File: src/rtl/rtc_i2c_pkg.sv
`timescale 1ns/1ps
package rtc_i2c_pkg;
  typedef enum logic [2:0] {
    ST_IDLE,
    ST_ADDR,
    ST_ACK,
    ST_PTR,
    ST_WDATA,
    ST_RDATA,
    ST_MACK,
    ST_IGNORE
  } bus_st_e;

  typedef enum logic [1:0] {
    AFTER_PTR,
    AFTER_WR,
    AFTER_RD
  } ack_ctx_e;

  localparam int BYTE_W = 8;
endpackage

File: src/rtl/i2c_line_cond.sv
`timescale 1ns/1ps
module i2c_line_cond #(
  parameter int STAGES = 2
) (
  input  logic clk,
  input  logic rst_n,
  input  logic scl_i,
  input  logic sda_i,
  output logic sda_q,
  output logic scl_rise,
  output logic scl_fall,
  output logic start_det,
  output logic stop_det
);
  logic [STAGES-1:0] scl_s, sda_s;
  logic scl_p, sda_p, scl_q;

  always_ff @(posedge clk or negedge rst_n) begin
    if (!rst_n) begin
      scl_s <= '1;
      sda_s <= '1;
      scl_p <= 1'b1;
      sda_p <= 1'b1;
    end else begin
      scl_s <= {scl_s[STAGES-2:0], scl_i};
      sda_s <= {sda_s[STAGES-2:0], sda_i};
      scl_p <= scl_q;
      sda_p <= sda_q;
    end
  end

  assign scl_q     = scl_s[STAGES-1];
  assign sda_q     = sda_s[STAGES-1];
  assign scl_rise  = scl_q & ~scl_p;
  assign scl_fall  = ~scl_q & scl_p;
  assign start_det = scl_q & scl_p & sda_p & ~sda_q;
  assign stop_det  = scl_q & scl_p & ~sda_p & sda_q;
endmodule

File: src/rtl/i2c_slave_fsm.sv
`timescale 1ns/1ps
module i2c_slave_fsm
  import rtc_i2c_pkg::*;
#(
  parameter logic [6:0] DEV_ADDR = 7'h68,
  parameter int         AW       = 5
) (
  input  logic              clk,
  input  logic              rst_n,
  input  logic              sda_q,
  input  logic              scl_rise,
  input  logic              scl_fall,
  input  logic              start_det,
  input  logic              stop_det,
  input  logic [BYTE_W-1:0] rd_data,
  output logic              sda_oe,
  output logic [AW-1:0]     ptr,
  output logic              wr_en,
  output logic [AW-1:0]     wr_addr,
  output logic [BYTE_W-1:0] wr_data,
  output logic              snap_req
);
  bus_st_e           state;
  ack_ctx_e          ctx;
  logic [3:0]        bitcnt;
  logic [BYTE_W-1:0] shreg, txreg;
  logic              mack_ok;
  logic [AW-1:0]     ptr_nxt;
  logic              byte_in, rx_state;

  assign ptr_nxt  = ptr + 1'b1;
  assign byte_in  = (bitcnt == 4'd8);
  assign rx_state = (state == ST_ADDR) || (state == ST_PTR) || (state == ST_WDATA);

  always_ff @(posedge clk or negedge rst_n) begin
    if (!rst_n) begin
      state    <= ST_IDLE;
      ctx      <= AFTER_PTR;
      bitcnt   <= '0;
      shreg    <= '0;
      txreg    <= '0;
      mack_ok  <= 1'b0;
      sda_oe   <= 1'b0;
      ptr      <= '0;
      wr_en    <= 1'b0;
      wr_addr  <= '0;
      wr_data  <= '0;
      snap_req <= 1'b0;
    end else begin
      wr_en    <= 1'b0;
      snap_req <= 1'b0;
      if (start_det) begin
        state    <= ST_ADDR;
        bitcnt   <= '0;
        sda_oe   <= 1'b0;
        snap_req <= 1'b1;
      end else if (stop_det) begin
        state    <= ST_IDLE;
        sda_oe   <= 1'b0;
        snap_req <= 1'b1;
      end else begin
        // receive side: sample on rise, decide at the fall after bit 8
        if (rx_state && scl_rise && !byte_in) begin
          shreg  <= {shreg[BYTE_W-2:0], sda_q};
          bitcnt <= bitcnt + 4'd1;
        end
        if (rx_state && scl_fall && byte_in) begin
          unique case (state)
            ST_ADDR: begin
              if (shreg[7:1] == DEV_ADDR) begin
                sda_oe <= 1'b1;
                state  <= ST_ACK;
                ctx    <= shreg[0] ? AFTER_RD : AFTER_PTR;
              end else begin
                state  <= ST_IGNORE;
              end
            end
            ST_PTR: begin
              ptr    <= shreg[AW-1:0];
              sda_oe <= 1'b1;
              state  <= ST_ACK;
              ctx    <= AFTER_WR;
            end
            default: begin
              wr_en    <= 1'b1;
              wr_addr  <= ptr;
              wr_data  <= shreg;
              ptr      <= ptr_nxt;
              snap_req <= (ptr_nxt == '0);
              sda_oe   <= 1'b1;
              state    <= ST_ACK;
              ctx      <= AFTER_WR;
            end
          endcase
        end
        if (state == ST_ACK && scl_fall) begin
          bitcnt <= '0;
          unique case (ctx)
            AFTER_PTR: begin sda_oe <= 1'b0; state <= ST_PTR;   end
            AFTER_WR:  begin sda_oe <= 1'b0; state <= ST_WDATA; end
            default: begin
              txreg  <= rd_data;
              sda_oe <= ~rd_data[7];
              state  <= ST_RDATA;
            end
          endcase
        end
        // transmit side: shift on fall, count on rise
        if (state == ST_RDATA) begin
          if (scl_rise) bitcnt <= bitcnt + 4'd1;
          if (scl_fall) begin
            if (byte_in) begin
              sda_oe   <= 1'b0;
              state    <= ST_MACK;
              ptr      <= ptr_nxt;
              snap_req <= (ptr_nxt == '0);
            end else begin
              txreg  <= {txreg[BYTE_W-2:0], 1'b0};
              sda_oe <= ~txreg[6];
            end
          end
        end
        if (state == ST_MACK) begin
          if (scl_rise) mack_ok <= ~sda_q;
          if (scl_fall) begin
            if (mack_ok) begin
              txreg  <= rd_data;
              sda_oe <= ~rd_data[7];
              bitcnt <= '0;
              state  <= ST_RDATA;
            end else begin
              state  <= ST_IGNORE;
            end
          end
        end
      end
    end
  end
endmodule

File: src/rtl/rtc_reg_bank.sv
`timescale 1ns/1ps
module rtc_reg_bank
  import rtc_i2c_pkg::*;
#(
  parameter int          AW         = 5,
  parameter int          TIME_REGS  = 7,
  parameter int          ALARM_REGS = 7,
  parameter logic [7:0]  CTRL_RST   = 8'h98,
  localparam int         TW         = $clog2(TIME_REGS)
) (
  input  logic                         clk,
  input  logic                         rst_n,
  input  logic                         wr_en,
  input  logic [AW-1:0]                wr_addr,
  input  logic [BYTE_W-1:0]            wr_data,
  input  logic [AW-1:0]                rd_addr,
  input  logic                         snap_req,
  input  logic [TIME_REGS*BYTE_W-1:0]  time_live_i,
  input  logic [1:0]                   alarm_set_i,
  output logic [BYTE_W-1:0]            rd_data,
  output logic                         time_wr_o,
  output logic [TW-1:0]                time_wr_idx_o,
  output logic [BYTE_W-1:0]            time_wr_data_o,
  output logic [BYTE_W-1:0]            ctrl_o,
  output logic [ALARM_REGS*BYTE_W-1:0] alarm_o,
  output logic [1:0]                   flags_o
);
  localparam int ALARM_BASE = TIME_REGS;
  localparam int CTRL_ADDR  = ALARM_BASE + ALARM_REGS;
  localparam int STAT_ADDR  = CTRL_ADDR + 1;
  localparam int SRAM_BASE  = STAT_ADDR + 1;
  localparam int NSRAM      = (1 << AW) - SRAM_BASE;

  logic [BYTE_W-1:0] snap_q  [TIME_REGS];
  logic [BYTE_W-1:0] alarm_q [ALARM_REGS];
  logic [BYTE_W-1:0] sram_q  [NSRAM];
  logic [BYTE_W-1:0] ctrl_q;
  logic [1:0]        flag_q;
  logic              stat_wr;

  assign stat_wr = wr_en && (wr_addr == AW'(STAT_ADDR));

  always_ff @(posedge clk or negedge rst_n) begin
    if (!rst_n) begin
      for (int i = 0; i < TIME_REGS; i++)  snap_q[i]  <= '0;
      for (int i = 0; i < ALARM_REGS; i++) alarm_q[i] <= '0;
      for (int i = 0; i < NSRAM; i++)      sram_q[i]  <= '0;
      ctrl_q <= CTRL_RST;
      flag_q <= '0;
    end else begin
      if (snap_req)
        for (int i = 0; i < TIME_REGS; i++) snap_q[i] <= time_live_i[BYTE_W*i +: BYTE_W];
      if (wr_en) begin
        for (int i = 0; i < ALARM_REGS; i++)
          if (wr_addr == AW'(ALARM_BASE + i)) alarm_q[i] <= wr_data;
        for (int i = 0; i < NSRAM; i++)
          if (wr_addr == AW'(SRAM_BASE + i)) sram_q[i] <= wr_data;
        if (wr_addr == AW'(CTRL_ADDR)) ctrl_q <= wr_data;
      end
      // a set pulse wins over a clearing write in the same cycle
      for (int b = 0; b < 2; b++) begin
        if (alarm_set_i[b])              flag_q[b] <= 1'b1;
        else if (stat_wr && !wr_data[b]) flag_q[b] <= 1'b0;
      end
    end
  end

  always_comb begin
    rd_data = '0;
    for (int i = 0; i < TIME_REGS; i++)
      if (rd_addr == AW'(i)) rd_data = snap_q[i];
    for (int i = 0; i < ALARM_REGS; i++)
      if (rd_addr == AW'(ALARM_BASE + i)) rd_data = alarm_q[i];
    for (int i = 0; i < NSRAM; i++)
      if (rd_addr == AW'(SRAM_BASE + i)) rd_data = sram_q[i];
    if (rd_addr == AW'(CTRL_ADDR)) rd_data = ctrl_q;
    if (rd_addr == AW'(STAT_ADDR)) rd_data = {6'b0, flag_q};
  end

  assign time_wr_o      = wr_en && (wr_addr < AW'(TIME_REGS));
  assign time_wr_idx_o  = wr_addr[TW-1:0];
  assign time_wr_data_o = wr_data;
  assign ctrl_o         = ctrl_q;
  assign flags_o        = flag_q;

  for (genvar g = 0; g < ALARM_REGS; g++) begin : g_alarm_out
    assign alarm_o[BYTE_W*g +: BYTE_W] = alarm_q[g];
  end
endmodule

File: src/rtl/rtc_i2c_regfile.sv
`timescale 1ns/1ps
module rtc_i2c_regfile #(
  parameter logic [6:0] DEV_ADDR    = 7'h68,
  parameter int         AW          = 5,
  parameter int         TIME_REGS   = 7,
  parameter int         ALARM_REGS  = 7,
  parameter int         SYNC_STAGES = 2,
  parameter logic [7:0] CTRL_RST    = 8'h98
) (
  input  logic                        clk,
  input  logic                        rst_n,
  input  logic                        scl_i,
  input  logic                        sda_i,
  output logic                        sda_oe_o,
  input  logic [TIME_REGS*8-1:0]      time_live_i,
  output logic                        time_wr_o,
  output logic [$clog2(TIME_REGS)-1:0] time_wr_idx_o,
  output logic [7:0]                  time_wr_data_o,
  input  logic [1:0]                  alarm_set_i,
  output logic [7:0]                  ctrl_o,
  output logic [ALARM_REGS*8-1:0]     alarm_o,
  output logic [1:0]                  flags_o
);
  logic          sda_q, scl_rise, scl_fall, start_det, stop_det;
  logic [7:0]    rd_data, wr_data;
  logic [AW-1:0] ptr, wr_addr;
  logic          wr_en, snap_req;

  i2c_line_cond #(.STAGES(SYNC_STAGES)) u_cond (
    .clk(clk), .rst_n(rst_n), .scl_i(scl_i), .sda_i(sda_i),
    .sda_q(sda_q), .scl_rise(scl_rise), .scl_fall(scl_fall),
    .start_det(start_det), .stop_det(stop_det)
  );

  i2c_slave_fsm #(.DEV_ADDR(DEV_ADDR), .AW(AW)) u_fsm (
    .clk(clk), .rst_n(rst_n), .sda_q(sda_q), .scl_rise(scl_rise),
    .scl_fall(scl_fall), .start_det(start_det), .stop_det(stop_det),
    .rd_data(rd_data), .sda_oe(sda_oe_o), .ptr(ptr), .wr_en(wr_en),
    .wr_addr(wr_addr), .wr_data(wr_data), .snap_req(snap_req)
  );

  rtc_reg_bank #(
    .AW(AW), .TIME_REGS(TIME_REGS), .ALARM_REGS(ALARM_REGS), .CTRL_RST(CTRL_RST)
  ) u_bank (
    .clk(clk), .rst_n(rst_n), .wr_en(wr_en), .wr_addr(wr_addr),
    .wr_data(wr_data), .rd_addr(ptr), .snap_req(snap_req),
    .time_live_i(time_live_i), .alarm_set_i(alarm_set_i), .rd_data(rd_data),
    .time_wr_o(time_wr_o), .time_wr_idx_o(time_wr_idx_o),
    .time_wr_data_o(time_wr_data_o), .ctrl_o(ctrl_o), .alarm_o(alarm_o),
    .flags_o(flags_o)
  );
endmodule

File: config.mk
export PLATFORM = sky130hd
export DESIGN_NAME = rtc_i2c_regfile
export DESIGN_NICKNAME = d
export VERILOG_FILES = /design/src/rtl/rtc_i2c_pkg.sv /design/src/rtl/i2c_line_cond.sv /design/src/rtl/i2c_slave_fsm.sv /design/src/rtl/rtc_reg_bank.sv /design/src/rtl/rtc_i2c_regfile.sv
export SDC_FILE = /design/constraint.sdc
export NUM_CORES = 1
export LEC_CHECK = 0
export CAP_MARGIN = 20
export CORE_MARGIN = 5
export CORE_UTILIZATION = 55
export DETAILED_ROUTE_END_ITERATION = 8
export PLACE_DENSITY = 0.84
export REMOVE_ABC_BUFFERS = 1
export SYNTH_ARGS = -nofsm -noshare
export SYNTH_HDL_FRONTEND = slang
export SYNTH_SLANG_ARGS = --single-unit
File: constraint.sdc
create_clock -name clk -period 3 [get_ports clk]
set_input_delay 0.45 -clock clk [delete_from_list [all_inputs] [get_ports clk]]
set_output_delay 0.45 -clock clk [all_outputs]
set_load 0.1 [all_outputs]
==> reports/metrics.yaml <==
power:
  leakage_nw: 8.76
  ir_drop_uv: 591
  power.internal_mw: 7.59
  switching_power_mw: 2.65
  p_per_area_nw_per_um2: 538
  seq_power_share_pct: 45.1
  total_power_mw: 10.2
  pwr-share-clk_pct: 42.5
  power.share.switching_pct: 25.9
  comb_power_share_pct: 12.3
logic_synthesis:
  synth_largest_area_cell: "dfrtp_1"
  ys_top_cells_by_count: "dfrtp_1 (293), mux2_2 (261), nor2_1 (93)"
  synth-edff-count: 0
  ys.flop_type: "dfrtp_1"
  synth_most_common_cell: "dfrtp_1"
  syn_area_per_cell_um2: 10.9
  synth-seq-area-share_pct: 48.1
  netlist_area_um2: 15700
  synth_cells: 1449
  synth_area_leaders: "dfrtp_1 (47%), mux2_2 (19%), o21ai_0 (2.3%)"
  synth_cell_types: 84
  synth_seq_cells: 302
  synth-async-reset-ratio_pct: 100
  ys_warn_count: 0
  netlist.area_leader.share_pct: 46.6
floorplan:
  core_um2: 28500
  fp.dieArea_um2: 32100
  ioPinCount: 141
  rows: 62
  start_util_pct: 55.2
  die_h_um: 179
  die_x_um: 179
place:
  dp_hpwl_um: 38200
  numPortBuffers: 140
  gp_congestion: 1.04
  placedCellCount: 1959
setup_path:
  path_cells: "inv_1 -> ha_1 -> buf_12 -> nor2b_1 -> o21ai_0 -> a31oi_1 -> a211oi_2 -> o21ai_1 -> a2111oi_2 -> o211a_1"
  critical_path.max_fanout: 34
  crit_arrival_ps: 3430
  crit_type: "flop to flop"
  required_ps: 3470
  critical-path-slowest-cell: "dfrtp_1"
  cp-start-kind: "flop"
  slowest_delay_ps: 440
  end_kind: "flop"
clock_network:
  cts_tree: "built"
  clock-sinks: 302
  cts_made_buffers: 34
  clk_latency_ps: 530
  cts_root_buf: "clkbuf_16"
  clockBufferDepth: 3
  cts_max_level: 2
  path_clk_slew_ps: 60
sta:
  finalMaxSlewViolations: 0
  setup_viol: 0
  whs_ps: 336
  rsz0062_at_grt: "true"
  finalCritPeriodShare_pct: 98.7
  period_needed_ps: 2960
  fin_skew_ps: 17.5
  fmax_ghz: 0.338
  finalHoldViolations: 0
  tightest_slew_ps: 870
  relSlewSlack_pct: 41.8
detailed_routing:
  ant_nets: 0
  dr_wl_met2_um: 24500
  drt_iter0_drc: 1774
  dr.pass1.iters: 7
  met1_length_um: 21300
  via_count: 13556
  drc: 0
  wl_per_cell_um: 26.8
  route.met3.wl_um: 5880
  wirelength_um: 54200
  viasPerCell: 6.70
  dr.max_layer_used: "met5"
global_route:
  grt_first_pass_wirelength_um: 81900
  grt_pass1_vias: 13459
  grt_overflow: 0
  grt_max_degree: 97
  grt_usage_pct: 33.5
  antenna_found_initial: 2
final_layout:
  final_nets: 1685
  final-instance-count-excl-fill: 2022
  num_antenna_cells: 0
  fillers: 2207
  fin_util_pct: 66.9
  syn2layout_area_growth_pct: 21.1
  drive_gt1_share_pct: 33.1
outcome:
  status: "complete, no violations"
min_path:
  hold_path.class: "input pin to flop"
flow_run:
  maxCapViolCount: 0
-- per-layer routing --
metal  vias up  global-route usage [%]
met5         -                       0
met4         2                    13.6
met3       189                    9.34
met2       921                    51.8
met1      6703                    44.9
li1       5741                       -
-- cell families (layout without fill, tap and decap cells) --
group           Yosys count  after routing  share of synthesized area (%)
compound gates          338            338                           14.3
xor+xnor                  2              2                          0.111
fa+ha+maj                 8              8                          0.636
buf+inv                 135            324                           3.75
flops                   302            302                           48.1
mux                     261            261                           18.7
simple gates            403            403                           14.4
-- power by group through the flow --
stage               Clock (mW)  Sequential [mW]  Combinational (mW)
floorplan                    0             4.58               0.702
global placement             0             4.67                1.17
detailed placement           0             4.68                1.21
CTS                       4.37             4.61                1.23
global route              4.54             4.65                1.36
finish                    4.36             4.62                1.26
-- area by class of cell --
class                           count  area (um2)  share of cell area, %
Timing Repair Buffer              242        2120                   11.1
Clock buffer                       48        1030                   5.39
Clock inverter                     11         141                  0.742
Sequential cell                   302        7570                   39.8
Inverter                           23        86.3                  0.453
Tap cell                          384         480                   2.52
Multi-Input combinational cell   1012        7620                   40.0
-- worst paths after layout --
path | startpoint | end | slack, ps | depth (start not counted)
worst max-delay path | u_fsm.ptr[0] | u_fsm.txreg[4] | 40 | 10
worst min-delay path | scl_i | u_cond.scl_s[0] | 340 | 1
worst max register to register | u_fsm.ptr[0] | u_fsm.txreg[4] | 40 | 10
worst min register to register | u_cond.sda_s[0] | u_cond.sda_s[1] | 360 | 0
max in group asynchronous | rst_n | u_bank.snap_q[6] | 1640 | 3
min in group asynchronous | rst_n | u_bank.sram_q[57] | 460 | 2
-- cells in the final DEF, fill, tap and decap left out, types with 7 or more instances in the layout --
master             n
dfrtp_1          289
mux2_2           261
buf_4            169
nor2_1            92
nand2_1           86
o21ai_0           72
a21oi_1           70
clkdlybuf4s50_1   60
clkbuf_16         38
o22ai_1           34
nor3_1            32
nand3_1           28
inv_1             23
nand2b_1          21
nor2b_1           19
o211ai_1          17
nand4b_1          15
a22oi_1           15
a211oi_1          13
a31oi_1           13
nand4bb_1         11
nand4_1           11
or3_1             10
and4b_1           10
nor4_1            10
a221oi_1          10
buf_12            10
a21o_1             9
dfstp_2            9
and3_1             8
a32oi_1            7
-- registers in the layout, indices dropped and copies added, names as in the netlist, 3 cells and up --
| register | flops |
|---|---|
| u_bank.alarm_o | 56 |
| u_bank.ctrl_o | 8 |
| u_bank.snap_q | 56 |
| u_bank.sram_q | 128 |
| u_fsm.bitcnt | 4 |
| u_fsm.ptr | 5 |
| u_fsm.shreg | 8 |
| u_fsm.state | 3 |
| u_fsm.txreg | 7 |
| u_fsm.wr_addr | 5 |
| u_fsm.wr_data | 8 |
-- repair_timing --
item | 4_1_cts | 5_1_grt
setup buffers | 0 | 2
pin swaps | 0 | 2
hold endpoints to repair | 53 | 0
resized for setup | 1 | 7
setup endpoints to repair | 1 | 4
hold buffers | 1 | 0
gates cloned | 0 | 1
-- per-stage QoR --
step                      TNS, ps  area [um2]  worst slack (ps)
after floorplan             -3550       15200              -971
after global placement          0       17800              22.8
after detailed placement    -41.4       17800             -41.4
after CTS                       0       19000              38.5
after global routing         -104       19100             -87.4
final                           0       19100              39.0
-- critical path: cells and delay by family (launching register included) --
family                     cells  cell delay, ps
and+or+nand+nor                1             180
buffers and inverters          2             320
adders and majority gates      1             260
DFF                            1             440
AOI/OAI and AO/OA              6            1680
Power figures use the tool's default switching activity.
